--- src/rtl/cn_pkg.sv ---
package cn_pkg;
    parameter int CN_DEFAULT_PINS = 23;
    parameter int CN_DEFAULT_SYNC = 2;

    function automatic int cn_cnt_width(input int limit);
        return (limit < 2) ? 1 : $clog2(limit + 1);
    endfunction
endpackage

--- src/rtl/cn_sync.sv ---
module cn_sync #(
    parameter int N_PINS      = cn_pkg::CN_DEFAULT_PINS,
    parameter int SYNC_STAGES = cn_pkg::CN_DEFAULT_SYNC
) (
    input  logic              clk,
    input  logic              rst_n,
    input  logic [N_PINS-1:0] raw_i,
    output logic [N_PINS-1:0] smp_o
);
    typedef struct packed {
        logic [SYNC_STAGES-1:0][N_PINS-1:0] chain;
    } sync_s;

    sync_s st_d, st_q;

    always_comb begin
        st_d = st_q;
        st_d.chain[0] = raw_i;
        for (int s = 1; s < SYNC_STAGES; s++) begin
            st_d.chain[s] = st_q.chain[s-1];
        end
    end

    always_ff @(posedge clk or negedge rst_n) begin
        if (!rst_n) st_q <= '0;
        else        st_q <= st_d;
    end

    assign smp_o = st_q.chain[SYNC_STAGES-1];
endmodule

--- src/rtl/cn_detect.sv ---
module cn_detect #(
    parameter int N_PINS      = cn_pkg::CN_DEFAULT_PINS,
    parameter int SYNC_STAGES = cn_pkg::CN_DEFAULT_SYNC
) (
    input  logic              clk,
    input  logic              rst_n,
    input  logic [N_PINS-1:0] smp_i,
    input  logic [N_PINS-1:0] en_i,
    input  logic              clr_i,
    input  logic              sleep_i,
    output logic              flag_o,
    output logic              wake_o
);
    // Reference is valid only after the synchronizer has filled and loaded once.
    localparam int PRIME = SYNC_STAGES + 1;
    localparam int CW    = cn_pkg::cn_cnt_width(PRIME);

    typedef struct packed {
        logic [N_PINS-1:0] ref_lvl;
        logic [CW-1:0]     prime_cnt;
        logic              flag;
        logic              wake;
    } det_s;

    det_s st_d, st_q;
    logic primed;
    logic hit;

    always_comb begin
        st_d   = st_q;
        primed = (st_q.prime_cnt == CW'(PRIME));
        hit    = primed && (|((smp_i ^ st_q.ref_lvl) & en_i));
        st_d.ref_lvl = smp_i;
        if (!primed) st_d.prime_cnt = st_q.prime_cnt + 1'b1;
        st_d.flag = hit | (st_q.flag & ~clr_i);
        st_d.wake = sleep_i & (st_q.wake | hit);
    end

    always_ff @(posedge clk or negedge rst_n) begin
        if (!rst_n) st_q <= '0;
        else        st_q <= st_d;
    end

    assign flag_o = st_q.flag;
    assign wake_o = st_q.wake;

    assert_flag_hold_R5: assert property (@(posedge clk) disable iff (!rst_n)
        (st_q.flag && !clr_i) |=> st_q.flag);
    assert_wake_sleep_R8: assert property (@(posedge clk) disable iff (!rst_n)
        st_q.wake |-> $past(sleep_i));
    assert_wake_flag_R8: assert property (@(posedge clk) disable iff (!rst_n)
        $rose(st_q.wake) |-> st_q.flag);
    assert_no_early_flag_R1: assert property (@(posedge clk) disable iff (!rst_n)
        !primed |=> !$rose(st_q.flag));
endmodule

--- src/rtl/cn_pull_gate.sv ---
module cn_pull_gate #(
    parameter int N_PINS = cn_pkg::CN_DEFAULT_PINS
) (
    input  logic              clk,
    input  logic              rst_n,
    input  logic [N_PINS-1:0] dir_out_i,
    input  logic [N_PINS-1:0] pu_req_i,
    input  logic [N_PINS-1:0] pd_req_i,
    output logic [N_PINS-1:0] pu_o,
    output logic [N_PINS-1:0] pd_o,
    output logic              cfg_err_o
);
    typedef struct packed {
        logic cfg_err;
    } pg_s;

    pg_s st_d, st_q;
    logic [N_PINS-1:0] clash;

    for (genvar p = 0; p < N_PINS; p++) begin : g_pin
        assign clash[p] = pu_req_i[p] & pd_req_i[p];
        assign pu_o[p]  = pu_req_i[p] & ~dir_out_i[p];
        assign pd_o[p]  = pd_req_i[p] & ~pu_req_i[p] & ~dir_out_i[p];
    end

    always_comb begin
        st_d = st_q;
        st_d.cfg_err = st_q.cfg_err | (|clash);
    end

    always_ff @(posedge clk or negedge rst_n) begin
        if (!rst_n) st_q <= '0;
        else        st_q <= st_d;
    end

    assign cfg_err_o = st_q.cfg_err;

    assert_cfg_err_sticky_R11: assert property (@(posedge clk) disable iff (!rst_n)
        st_q.cfg_err |=> st_q.cfg_err);
endmodule

--- src/rtl/cn_notify.sv ---
module cn_notify #(
    parameter int N_PINS      = cn_pkg::CN_DEFAULT_PINS,
    parameter int SYNC_STAGES = cn_pkg::CN_DEFAULT_SYNC
) (
    input  logic              clk,
    input  logic              rst_n,
    input  logic              sleep_i,
    input  logic [N_PINS-1:0] pins_i,
    input  logic [N_PINS-1:0] en_i,
    input  logic [N_PINS-1:0] dir_out_i,
    input  logic [N_PINS-1:0] pu_req_i,
    input  logic [N_PINS-1:0] pd_req_i,
    input  logic              flag_clr_i,
    output logic [N_PINS-1:0] pu_o,
    output logic [N_PINS-1:0] pd_o,
    output logic              flag_o,
    output logic              wake_o,
    output logic              cfg_err_o
);
    logic [N_PINS-1:0] smp;

    cn_sync #(.N_PINS(N_PINS), .SYNC_STAGES(SYNC_STAGES)) u_sync (
        .clk   (clk),
        .rst_n (rst_n),
        .raw_i (pins_i),
        .smp_o (smp)
    );

    cn_detect #(.N_PINS(N_PINS), .SYNC_STAGES(SYNC_STAGES)) u_detect (
        .clk     (clk),
        .rst_n   (rst_n),
        .smp_i   (smp),
        .en_i    (en_i),
        .clr_i   (flag_clr_i),
        .sleep_i (sleep_i),
        .flag_o  (flag_o),
        .wake_o  (wake_o)
    );

    cn_pull_gate #(.N_PINS(N_PINS)) u_pull (
        .clk       (clk),
        .rst_n     (rst_n),
        .dir_out_i (dir_out_i),
        .pu_req_i  (pu_req_i),
        .pd_req_i  (pd_req_i),
        .pu_o      (pu_o),
        .pd_o      (pd_o),
        .cfg_err_o (cfg_err_o)
    );

    assert_pull_exclusive_R12: assert property (@(posedge clk) disable iff (!rst_n)
        (pu_o & pd_o) == '0);
    assert_pull_off_output_R9: assert property (@(posedge clk) disable iff (!rst_n)
        ((pu_o | pd_o) & dir_out_i) == '0);
    assert_wake_low_awake_R8: assert property (@(posedge clk) disable iff (!rst_n)
        !sleep_i |=> !wake_o);
endmodule

--- config.mk ---
export PLATFORM = sky130hd
export DESIGN_NAME = cn_notify
export DESIGN_NICKNAME = d
export VERILOG_FILES = /design/src/rtl/cn_pkg.sv /design/src/rtl/cn_sync.sv /design/src/rtl/cn_detect.sv /design/src/rtl/cn_pull_gate.sv /design/src/rtl/cn_notify.sv
export SDC_FILE = /design/constraint.sdc
export NUM_CORES = 1
export LEC_CHECK = 0
export BUFFER_PORTS_ARGS = -buffer_cell sky130_fd_sc_hd__buf_2
export CAP_MARGIN = 10
export CORE_MARGIN = 1
export CORE_UTILIZATION = 42
export CTS_CLUSTER_SIZE = 12
export DETAILED_ROUTE_END_ITERATION = 10
export PLACE_DENSITY = 0.91
export SYNTH_ARGS = -nofsm -noshare
export SYNTH_HDL_FRONTEND = slang
export SYNTH_SLANG_ARGS = --single-unit
--- constraint.sdc ---
create_clock -name clk -period 1.37 [get_ports clk]
set_input_delay 0.137 -clock clk [delete_from_list [all_inputs] [get_ports clk]]
set_output_delay 0.137 -clock clk [all_outputs]
set_load 0.02 [all_outputs]
Word-level counts from Yosys, hierarchy flattened. Index checks and enable logic that the tools add are counted.

Bits in registers: 74. Input port bits: 119. Output and inout port bits: 49. Logic and storage cells: 158.

Add/sub/neg operators: 1. Eq/ne operators: 1. Bitwise gates (word level): 146. Reductions and logical operators: 3.

Operators with widths (count): bitwise AND 1 bit (94); inverter 1 bit (47); OR reduction 23 bit (2); bitwise AND 23 bit (1); XOR 23 bit (1); OR 1 bit (3); adder 2 x 1 -> 2 bit, second input constant (1); equality test 2 bit, second input constant (1); logical AND 1 bit (1).

Longest topological paths before layout.
Depth after elaboration: 6. Mapped depth: 4. Depth with buffers taken out: 4.

By module. From an unflattened synthesis, not the netlist that was laid out.

Cells, all modules: 182. Area total of the unflattened synthesis: 2671.3 µm².

By module, submodules not included: cn_sync (instances 1, cells an instance 46, area an instance 1151.1 µm²); cn_detect (instances 1, cells an instance 73, area an instance 1057.3 µm²); cn_pull_gate (instances 1, cells an instance 63, area an instance 462.9 µm²).

Worst setup path before layout. OpenSTA, ideal clock, no wires.

Path kind: flip-flop to flip-flop. From: register u_detect.st_q[19] in the netlist's numbering. To: register u_detect.st_q (netlist bit u_detect.flag_o). Library setup time: 0.138 ns. Data arrival time: 1.094 ns. Required time: 1.232 ns. Slack: 0.138 ns. Cell stages (with the launch flop): 5. Buffers on the path: 0. Period minus slack after synthesis: 1.232 ns. Cells stage by stage: dfrtp_1 > xor2_1 > a222oi_1 > and3_1 > a41oi_1.

RTL lines: start: declaration (RTL line cn_detect.sv:25) `det_s st_d, st_q;`; start signal: assignment (RTL line cn_detect.sv:41) `else st_q <= st_d;`.

==> impl_metrics.yaml <==
placed_design:
  pre_cts_ws_ns: -0.0183
  gp_congestion: 0.857
  port_buffers: 167
  dpl.cell_count: 425
  placed_area_mm2: 0.00362
  dpl.hpwl_mm: 5.45
floorplan:
  die_w_um: 81.8
  start_util_pct: 44.3
  die_area_mm2: 0.00668
  ios: 168
  die_h_um: 81.8
  rows: 28
  coreArea_mm2: 0.00603
timing:
  slew_headroom_pct: 75.6
  slew_viol_final: 0
  rsz0062_at_grt: "true"
  setup_ws_ns: -0.0392
  post-route-min-period_ns: 1.41
  hold_viol_final: 0
  finalClockSkew_ns: 0.00651
  fmax_ghz: 0.710
  holdWs_ns: 0.0714
  fin_tns_setup_ns: -0.0540
  worstMarginPinSlew_ns: 0.367
  fin_crit_sh_pct: 103
  setup_viol: 2
outcome:
  violations: "setup timing"
  status: "complete, but fails checks"
yosys:
  syn-cell-area_mm2: 0.00267
  syn_nets: 302
  synth_top_area_cell: "dfrtp_1"
  ys_ff_latch: 74
  postSynthAreaPerCell_um2: 14.7
  ys_seq_area_share_pct: 69.3
  yosysTopAreaCellShare_pct: 69.3
  yosys_warnings: 0
  synthTopCellsByArea: "dfrtp_1 69%, xor2_1 7.5%, nor3b_1 6.5%, nor2b_1 5.6%, a22oi_1 4.8%"
  ys_types: 22
  synthCells: 182
job:
  drv_cap: 0
route:
  drtPass1Iterations: 4
  routed_via_density: 4.77
  drc: 0
  drt-total-wl_mm: 7.06
  postRouteAntennaNets: 0
  drt_iter0_markers: 72
  post_drt_wl_per_cell_um: 15.2
  vias: 2215
worst_setup_path:
  worstSetupPathType: "reg -> reg"
  arrival_ns: 1.60
  critPathMaxFanout: 2
  cp-end-kind: "register"
  required_ns: 1.56
  start_kind: "register"
pwr:
  total_power_mw: 4.97
  pwr-share-clk_pct: 40.4
  p_int_mw: 3.91
  power_switching_mw: 1.07
  powerDensity_mw_per_mm2: 1200
  pwr-share-seq_pct: 47.0
  comb_power_share_pct: 12.6
  swShare_pct: 21.5
  ir_drop_mv: 0.863
  power_leakage_nw: 2.07
clock_network:
  cts_sinks: 74
  cts.reportedPaths.clkPinSlew_ns: 0.07
  numCtsBuffers: 9
  htreeDepth: 3
  post-cts-setup-buffer-count: 0
  clockRootBuffer: "clkbuf_8"
  cts_tree: "built"
  clock_path_buffers: 2
  clk_latency_ns: 0.33
final_layout:
  final_area_mm2: 0.00413
  nNetsFinal: 505
  register_area_mm2: 0.00185
  diodes: 0
  fin_util_pct: 68.5
  num-fill-cells: 448
  multi_input_area_um2: 831
  syn2layout_area_growth_pct: 54.6
  final_cells: 464
  drive_above_1_share_pct: 48.1
worst_hold_path:
  hold_path_class: "in -> reg"
grt:
  grt_pass1_vias: 2128
  antenna_found_initial: 0
  grt_max_degree: 75
  grt_usage_pct: 21.5
  grt_pass1_wl_mm: 10.1
  gr-total-overflow: 0
==> layer usage <==
metal,GRT usage [%],wire (um),vias up
met3,4.89,327,8
met5,0,0,-
met4,7.37,68,0
met2,39.6,3960,99
li1,-,-,1051
met1,24.1,2700,1057
==> area by class of cell <==
class | instances | share of cell area, %
multi-input combinational | 107 | 20.1
inverter | 1 | 0.0909
tap | 75 | 2.27
timing repair buffer | 192 | 26.6
clock inverter | 4 | 2.39
clock buffer | 11 | 3.67
sequential | 74 | 44.8
==> timing repair <==
action                                 in CTS  in global routing
pin swaps                                   4                  1
hold buffers                               24                  0
cloned                                      0                  0
setup endpoints to repair                   2                  2
endpoints found under the hold margin      97                  0
gates resized for setup                     2                  0
==> synthesized netlist by cell type <==
cell and count:
a21oi_1 1, inv_1 1, mux2_2 1, and3_1 1
a222oi_1 1, nand3_1 2, and4_1 2, o21ai_0 1
nand4_1 1, a22o_1 2, dfrtp_1 74, xnor2_1 1
or3_1 1, a41oi_1 2, a221oi_2 1, nor3b_1 23
xor2_1 23, a221oi_1 1, nor2b_1 24, ha_1 1
nand2b_1 1, a22oi_1 17
==> flip-flops by register name (all words and copies together), names as in the netlist <==
signal and count:
u_detect.wake_o 1, u_detect.st_q 25, u_detect.flag_o 1, u_sync.smp_o 23, u_sync.st_d 23, u_pull.cfg_err_o 1
==> power groups by stage <==
stage / combinational, mW / sequential (mW) / clock [mW]
final: 0.626 / 2.34 / 2.01
after detailed placement: 0.564 / 2.38 / 0
after floorplan: 0.228 / 2.37 / 0
after CTS: 0.625 / 2.34 / 2.06
after global routing: 0.682 / 2.35 / 2.16
after global placement: 0.549 / 2.37 / 0
==> critical path, stage by stage (launching register included) <==
cell      delay (ns)
dfrtp_1         0.37
xor2_1          0.16
a222oi_1        0.33
and3_1          0.28
a41oi_2         0.13
==> logic make-up (layout without fill, tap and decap cells) <==
kind of cell | after synthesis | after routing | synth area share, %
muxes | 1 | 1 | 0.422
and+or+nand+nor | 55 | 55 | 14.1
DFF | 74 | 74 | 69.3
adders and majority gates | 1 | 1 | 0.468
buffers and inverters | 1 | 208 | 0.140
AOI/OAI and AO/OA | 26 | 26 | 7.73
xor gates and xnor gates | 24 | 24 | 7.87
==> placed cells by master, fill, tap and decap left out, types with 2 or more instances in the layout <==
master / n
nand3_1: 2
clkbuf_8: 11
a41oi_2: 2
a22oi_1: 17
nor3b_1: 23
a22o_1: 2
xor2_1: 23
dlygate4sd3_1: 24
buf_2: 166
dfrtp_1: 74
nor2b_1: 24
and4_1: 2
bufinv_16: 3
==> final timing paths <==
| check | from | to | slack, ns | cells past startpoint |
|---|---|---|---|---|
| worst max-delay path | u_detect.st_q[19]$_DFF_PN0_ | u_detect.flag_o$_DFF_PN0_ | -0.04 | 4 |
| worst min-delay path | sleep_i | u_detect.wake_o$_DFF_PN0_ | 0.07 | 3 |
| worst min register to register | u_sync.st_d[43]$_DFF_PN0_ | u_sync.smp_o[20]$_DFF_PN0_ | 0.35 | 0 |
| worst max register to register | u_detect.st_q[19]$_DFF_PN0_ | u_detect.flag_o$_DFF_PN0_ | -0.04 | 4 |
| max in group asynchronous | rst_n | u_detect.st_q[18]$_DFF_PN0_ | 0.71 | 3 |
| min in group asynchronous | rst_n | u_sync.st_d[28]$_DFF_PN0_ | 0.36 | 3 |
Power figures use the tool's default switching activity.
